`src/rtl/rf_pkg.sv`:
```
package rf_pkg;

   typedef enum logic [2:0] {
      RF_IDLE,
      RF_START,
      RF_DATA,
      RF_STOP,
      RF_BREAK
   } rf_state_e;

   // counter width able to hold 0 .. n-1
   function automatic int unsigned rf_cnt_w(input int unsigned n);
      return (n <= 2) ? 1 : $clog2(n);
   endfunction

endpackage

```
`src/rtl/rf_bit_timer.sv`:
```
// Counts ticks inside one bit; a trimmed bit ends one tick early.
module rf_bit_timer #(
   parameter int OVS = 16
) (
   input  logic clk,
   input  logic rst_n,
   input  logic tick_i,
   input  logic clr_i,
   input  logic trim_i,
   output logic bit_end_o
);
   localparam int CW = rf_pkg::rf_cnt_w(OVS);
   localparam logic [CW-1:0] FULL_LAST = CW'(OVS - 1);
   localparam logic [CW-1:0] TRIM_LAST = CW'(OVS - 2);

   if (OVS < 2) begin : g_bad_ovs
      $error("rf_bit_timer: OVS must be at least 2");
   end

   logic [CW-1:0] cnt_q;

   assign bit_end_o = tick_i && !clr_i &&
                      (cnt_q == (trim_i ? TRIM_LAST : FULL_LAST));

   always_ff @(posedge clk or negedge rst_n) begin
      if (!rst_n) begin
         cnt_q <= '0;
      end else if (clr_i) begin
         cnt_q <= '0;
      end else if (tick_i) begin
         cnt_q <= bit_end_o ? '0 : cnt_q + 1'b1;
      end
   end
endmodule

```
`src/rtl/rf_stop_trim.sv`:
```
// Half-tick accumulator: trimmed stop bits alternate full / one tick short.
module rf_stop_trim #(
   parameter bit TRIM_EN = 1'b1
) (
   input  logic clk,
   input  logic rst_n,
   input  logic enter_i,
   input  logic waiting_i,
   output logic short_o
);
   if (TRIM_EN) begin : g_trim
      logic acc_q;
      logic short_q;

      always_ff @(posedge clk or negedge rst_n) begin
         if (!rst_n) begin
            acc_q   <= 1'b0;
            short_q <= 1'b0;
         end else if (enter_i) begin
            short_q <= waiting_i & acc_q;
            if (waiting_i) begin
               acc_q <= ~acc_q;
            end
         end
      end

      assign short_o = short_q;
   end else begin : g_flat
      logic unused_trim;
      assign unused_trim = ^{clk, rst_n, enter_i, waiting_i};
      assign short_o     = 1'b0;
   end
endmodule

```
`src/rtl/rf_shift.sv`:
```
// Data shift register, least significant bit out first.
module rf_shift #(
   parameter int W = 9
) (
   input  logic         clk,
   input  logic         rst_n,
   input  logic         load_i,
   input  logic [W-1:0] data_i,
   input  logic         shift_i,
   output logic         bit_o
);
   if (W < 2) begin : g_bad_w
      $error("rf_shift: W must be at least 2");
   end

   logic [W-1:0] sr_q;

   always_ff @(posedge clk or negedge rst_n) begin
      if (!rst_n) begin
         sr_q <= '1;
      end else if (load_i) begin
         sr_q <= data_i;
      end else if (shift_i) begin
         sr_q <= {1'b1, sr_q[W-1:1]};
      end
   end

   assign bit_o = sr_q[0];
endmodule

```
`src/rtl/rf_async_reformat.sv`:
```
module rf_async_reformat #(
   parameter int OVS      = 16,
   parameter int WORD_MAX = 9,
   parameter int WORD_MIN = 8,
   parameter bit TRIM_EN  = 1'b1
) (
   input  logic                clk,
   input  logic                rst_n,
   input  logic                tick_i,
   input  logic                word_long_i,
   input  logic                stop_two_i,
   input  logic                hold_i,
   input  logic                brk_i,
   input  logic                fifo_valid_i,
   input  logic [WORD_MAX-1:0] fifo_word_i,
   output logic                fifo_pop_o,
   output logic                line_o
);
   import rf_pkg::*;

   localparam int IW = rf_cnt_w(WORD_MAX);
   localparam logic [IW-1:0] LAST_LONG  = IW'(WORD_MAX - 1);
   localparam logic [IW-1:0] LAST_SHORT = IW'(WORD_MIN - 1);

   if (WORD_MIN < 1 || WORD_MAX < WORD_MIN) begin : g_bad_len
      $error("rf_async_reformat: need 1 <= WORD_MIN <= WORD_MAX");
   end

   rf_state_e     state_q;
   logic [IW-1:0] bit_idx_q;
   logic          stop_idx_q;
   logic          cfg_long_q;
   logic          cfg_two_q;

   logic bit_end;
   logic last_data;
   logic in_final_stop;
   logic word_ready;
   logic enter_final;
   logic launch;
   logic stop_short;
   logic data_bit;
   logic timer_clr;

   assign last_data     = (bit_idx_q == (cfg_long_q ? LAST_LONG : LAST_SHORT));
   assign in_final_stop = (state_q == RF_STOP) && (stop_idx_q == cfg_two_q);
   assign word_ready    = fifo_valid_i && !hold_i && !brk_i;
   assign enter_final   = bit_end &&
                          (((state_q == RF_DATA) && last_data && !cfg_two_q) ||
                           ((state_q == RF_STOP) && !stop_idx_q && cfg_two_q));
   assign launch        = tick_i && word_ready &&
                          ((state_q == RF_IDLE) || (in_final_stop && bit_end));
   assign timer_clr     = hold_i || (state_q == RF_IDLE) || (state_q == RF_BREAK);
   assign fifo_pop_o    = launch;

   rf_bit_timer #(.OVS(OVS)) u_timer (
      .clk       (clk),
      .rst_n     (rst_n),
      .tick_i    (tick_i),
      .clr_i     (timer_clr),
      .trim_i    (stop_short && in_final_stop),
      .bit_end_o (bit_end)
   );

   rf_stop_trim #(.TRIM_EN(TRIM_EN)) u_trim (
      .clk       (clk),
      .rst_n     (rst_n),
      .enter_i   (enter_final),
      .waiting_i (word_ready),
      .short_o   (stop_short)
   );

   rf_shift #(.W(WORD_MAX)) u_shift (
      .clk     (clk),
      .rst_n   (rst_n),
      .load_i  (launch),
      .data_i  (fifo_word_i),
      .shift_i ((state_q == RF_DATA) && bit_end),
      .bit_o   (data_bit)
   );

   always_ff @(posedge clk or negedge rst_n) begin
      if (!rst_n) begin
         state_q    <= RF_IDLE;
         bit_idx_q  <= '0;
         stop_idx_q <= 1'b0;
         cfg_long_q <= 1'b0;
         cfg_two_q  <= 1'b0;
      end else if (hold_i) begin
         state_q    <= RF_IDLE;
         bit_idx_q  <= '0;
         stop_idx_q <= 1'b0;
      end else begin
         case (state_q)
            RF_IDLE: begin
               if (tick_i && brk_i) begin
                  state_q <= RF_BREAK;
               end else if (launch) begin
                  state_q    <= RF_START;
                  cfg_long_q <= word_long_i;
                  cfg_two_q  <= stop_two_i;
               end
            end
            RF_START: begin
               if (bit_end) begin
                  state_q   <= RF_DATA;
                  bit_idx_q <= '0;
               end
            end
            RF_DATA: begin
               if (bit_end) begin
                  if (last_data) begin
                     state_q    <= RF_STOP;
                     stop_idx_q <= 1'b0;
                  end else begin
                     bit_idx_q <= bit_idx_q + 1'b1;
                  end
               end
            end
            RF_STOP: begin
               if (bit_end) begin
                  if (!in_final_stop) begin
                     stop_idx_q <= 1'b1;
                  end else if (launch) begin
                     state_q    <= RF_START;
                     stop_idx_q <= 1'b0;
                     cfg_long_q <= word_long_i;
                     cfg_two_q  <= stop_two_i;
                  end else if (brk_i) begin
                     state_q    <= RF_BREAK;
                     stop_idx_q <= 1'b0;
                  end else begin
                     state_q    <= RF_IDLE;
                     stop_idx_q <= 1'b0;
                  end
               end
            end
            RF_BREAK: begin
               if (tick_i && !brk_i) begin
                  state_q <= RF_IDLE;
               end
            end
            default: state_q <= RF_IDLE;
         endcase
      end
   end

   always_comb begin
      case (state_q)
         RF_START: line_o = 1'b0;
         RF_BREAK: line_o = 1'b0;
         RF_DATA:  line_o = data_bit;
         default:  line_o = 1'b1;
      endcase
   end
endmodule

```
`config.mk`:
```
export PLATFORM = sky130hd
export DESIGN_NAME = rf_async_reformat
export DESIGN_NICKNAME = d
export VERILOG_FILES = /design/src/rtl/rf_pkg.sv /design/src/rtl/rf_bit_timer.sv /design/src/rtl/rf_stop_trim.sv /design/src/rtl/rf_shift.sv /design/src/rtl/rf_async_reformat.sv
export SDC_FILE = /design/constraint.sdc
export NUM_CORES = 1
export LEC_CHECK = 0
export ABC_CLOCK_PERIOD_IN_PS = 2500
export BUFFER_PORTS_ARGS = -buffer_cell sky130_fd_sc_hd__buf_4
export CAP_MARGIN = 15
export CORE_MARGIN = 2
export CORE_UTILIZATION = 44
export CTS_BUF_LIST = sky130_fd_sc_hd__clkbuf_4
export DETAILED_ROUTE_END_ITERATION = 7
export PLACE_DENSITY = 0.67
export SLEW_MARGIN = 40
export SYNTH_ARGS = -nofsm -noshare
export SYNTH_HDL_FRONTEND = slang
export SYNTH_SLANG_ARGS = --single-unit
```
`constraint.sdc`:
```
create_clock -name clk -period 2.5 [get_ports clk]
set_input_delay 0.125 -clock clk [delete_from_list [all_inputs] [get_ports clk]]
set_output_delay 0.125 -clock clk [all_outputs]
set_load 0.02 [all_outputs]
```
==> metrics.md <==
| Metric | Value |
|---|---|
| Initial antenna violation count | 0 |
| Post-synthesis mux area share | 0.0687 |
| Max clock buf depth | 2 |
| Global route overflow | 0 |
| Worst Hold Depth | 3 |
| Clock latency on the worst-skew pair | 320 ps |
| Slew Viols, Final | 0 |
| Crit path launch type | flip-flop |
| Clock transition at path regs | 130 ps |
| HP Class | in -> reg |
| Post-Syn Instances | 164 |
| Peak supply drop | 0.328 mV |
| R2R Path Start | state_q[0] |
| Rel. slew slack | 0.627 |
| Number of remaining DRC errors | 0 |
| Die height | 62.6 um |
| Max-cap viol count | 0 |
| Die Width | 62.6 um |
| Simple-gate share of the synthesized area | 0.263 |
| Detail Route Antenna Nets | 0 |
| R2R setup slack | 260 ps |
| CTS tree | yes |
| Fill cells | 319 |
| Final Power | 1.04 mW |
| Post-DP HPWL | 2390 um |
| Layout cells sized above 1 | 0.239 |
| Status | complete, no violations |
| Vias in the first global route | 1356 |
| Main combinational cell family by area after synthesis | simple AND/OR/NAND/NOR gates |
| Cell variety after synth | 43 |
| Finished Layout Cells | 234 |
| Register area share after synthesis | 0.421 |
| Xor/xnor share of the synthesized area | 0.0281 |
| 1st-pass router iterations | 4 |
| RSZ-0062 raised after global routing | no |
| TritonCTS Buffers | 3 |
| Drt total wl | 3320 um |
| Most frequent cells in the layout | buf_4, nand2_1, dfrtp_1 |
| Final setup vio count | 0 |
| Yosys warnings | 0 |
| Core Region | 3310 um2 |
| Postcts setup bufs | 0 |
| Global placer's final weighted congestion | 0.916 |
| Hold EP | u_shift.sr_q[4] |
| TNS Setup | 0 ps |
| Multi-input logic area | 816 um2 |
| 1st-iter DRT viols | 95 |
| Adder-Cell Fraction of Synth Area | 0.0166 |
| Final Net Count | 208 |
| Hold Crit Start | fifo_word_i[4] |
| Required @ worst endpoint | 2380 ps |
| Number of gates resized after cts | 0 |
| Commonest non-fill, non-tap cell in the layout | buf_4 |
| R2R depth | 6 |
| Initial Util | 0.457 |
| Worst Clk Skew | 14.6 ps |
| GRT Util Overall | 0.187 |
| Synthesis-to-finish area growth | 17.8% |
| Setup CP Type | reg -> out |
| PwrDens | 582 nW/um2 |
| Worst reg2reg endpoint | state_q[0] |
| IO Count | 19 |
| Seq. cell area | 637 um2 |
| Cell Area, Synth | 1510 um2 |
| Maximum number of pins on one net before global-route repair | 26 |
| Die area | 3920 um2 |
| CP Max Fanout | 21 |
| Worst setup EP type | output pin |
| Measured slew at the worst slew-check pin | 558 ps |
| Lkg Pwr | 0.715 nW |
| Crit path DAT | 2230 ps |
| Mean routed wirelength per cell | 14.2 um |
| Vias/cell | 5.84 |
| CTS sink count | 25 |
| Syn avg cell area | 9.22 um2 |
| Htree depth | 1 |
| Placed insts | 223 |
| First-pass GRT wire length | 5990 um |
| Port Buf Inserts | 18 |
| Crit share post-route | 0.941 |
| Compound-Gate Fraction of Synth Area | 0.163 |
| Via count | 1367 |
| Diodes inserted | 0 |
| Post-Syn Nets | 183 |
| Final Critical Period | 2350 ps |
| Clock Tree Root | clkbuf_4 |
| Max frequency | 425 MHz |
| # rows | 21 |
| #FFs+latches synth | 25 |
| Final hold vios | 0 |
worst max-delay path, cell delays in order (launching register included):
cell and delay, ps:
dfrtp_1 640, nand4b_1 230, nor3_2 260, o2111ai_1 150
a21oi_1 210, buf_4 250, buf_4 180
registers in the layout, indices dropped and copies added, names as in the netlist:
name,count
u_trim.short_o,1
cfg_two_q,1
u_shift.sr_q,9
state_q,3
bit_idx_q,4
stop_idx_q,1
u_trim.g_trim.acc_q,1
cfg_long_q,1
u_timer.cnt_q,4
area by class of cell:
type                    instances  area share
multi-input cells             126       0.458
repair buffers                 27       0.124
well taps                      46      0.0323
clock buffers                   3      0.0126
clock inverters                 1     0.00281
flip-flops and latches         25       0.358
inverters                       6      0.0126
logic make-up (layout without fill, tap and decap cells):
| logic type | after synthesis | count (layout) |
|---|---|---|
| AOI/OAI and AO/OA | 38 | 38 |
| xor gates and xnor gates | 4 | 4 |
| adders and majority gates | 2 | 2 |
| buffers and inverters | 13 | 37 |
| DFF | 25 | 25 |
| muxes | 10 | 10 |
| and+or+nand+nor | 72 | 72 |
worst max path at each step:
stage               start               to  depth (start not counted)
2_1_floorplan  state_q[2]  u_shift.sr_q[6]                          7
3_3_place_gp   state_q[0]        cfg_two_q                          6
3_5_place_dp   state_q[0]       state_q[0]                          6
4_1_cts        state_q[0]       fifo_pop_o                          6
5_1_grt        state_q[0]       fifo_pop_o                          6
6_report       state_q[0]       fifo_pop_o                          6
report_power, final:
| part | internal (mW) | switching, mW | total [mW] |
|---|---|---|---|
| Sequential | 0.517 | 0.0733 | 0.591 |
| Combinational | 0.133 | 0.131 | 0.264 |
| Clock | 0.0598 | 0.121 | 0.181 |
| Total | 0.710 | 0.325 | 1.04 |
routing by layer:
metal	track usage	vias up	share of wire
met5	0	-	0
met4	0.0861	0	0.0090
met3	0.0288	6	0.066
met2	0.304	59	0.48
met1	0.244	649	0.44
li1	-	653	-
synth_stat cells (all sizes together):
master / count / area, um2
mux2i: 7 / 70.1
dfrtp: 16 / 400
a2111oi: 1 / 10.0
nor2: 16 / 62.6
nand4b: 3 / 41.3
ha: 2 / 25.0
nand3b: 3 / 22.5
a221o: 3 / 30.0
o21a: 1 / 8.76
a41oi: 3 / 26.3
mux2: 3 / 33.8
buf: 5 / 27.5
or4b: 1 / 10.0
clkbuf: 2 / 8.75
o211ai: 1 / 7.51
nand2: 16 / 60.1
inv: 6 / 22.5
xor2: 2 / 25.0
nor3b: 4 / 30.0
nand3: 11 / 55.1
dfstp: 9 / 236
a21oi: 9 / 45.0
o31a: 1 / 8.76
or4: 1 / 7.51
or2: 3 / 21.3
o2111ai: 1 / 8.76
o31ai: 1 / 7.51
o32ai: 1 / 8.76
nor4: 1 / 6.26
o21ai: 14 / 70.1
o41ai: 1 / 8.76
or3: 2 / 12.5
nand4: 3 / 18.8
nor3: 8 / 50.1
a31oi: 1 / 6.26
xnor2: 2 / 17.5
per-stage QoR:
step            util  area (um2)  hold slack [ps]  setup slack, ps
5_1_grt        0.538        1780             9.08             8.23
2_1_floorplan      -        1510             -171              568
3_3_place_gp   0.508        1680             47.1              477
6_report       0.538        1780             11.9              147
4_1_cts        0.535        1770            0.176              202
3_5_place_dp   0.508        1680             50.8              360
timing repair:
| item | in CTS | in global routing |
|---|---|---|
| setup endpoints to repair | 0 | 0 |
| endpoints found under the hold margin | 31 | 1 |
| hold buffers | 6 | 1 |
(Power assumes the default switching activity.)
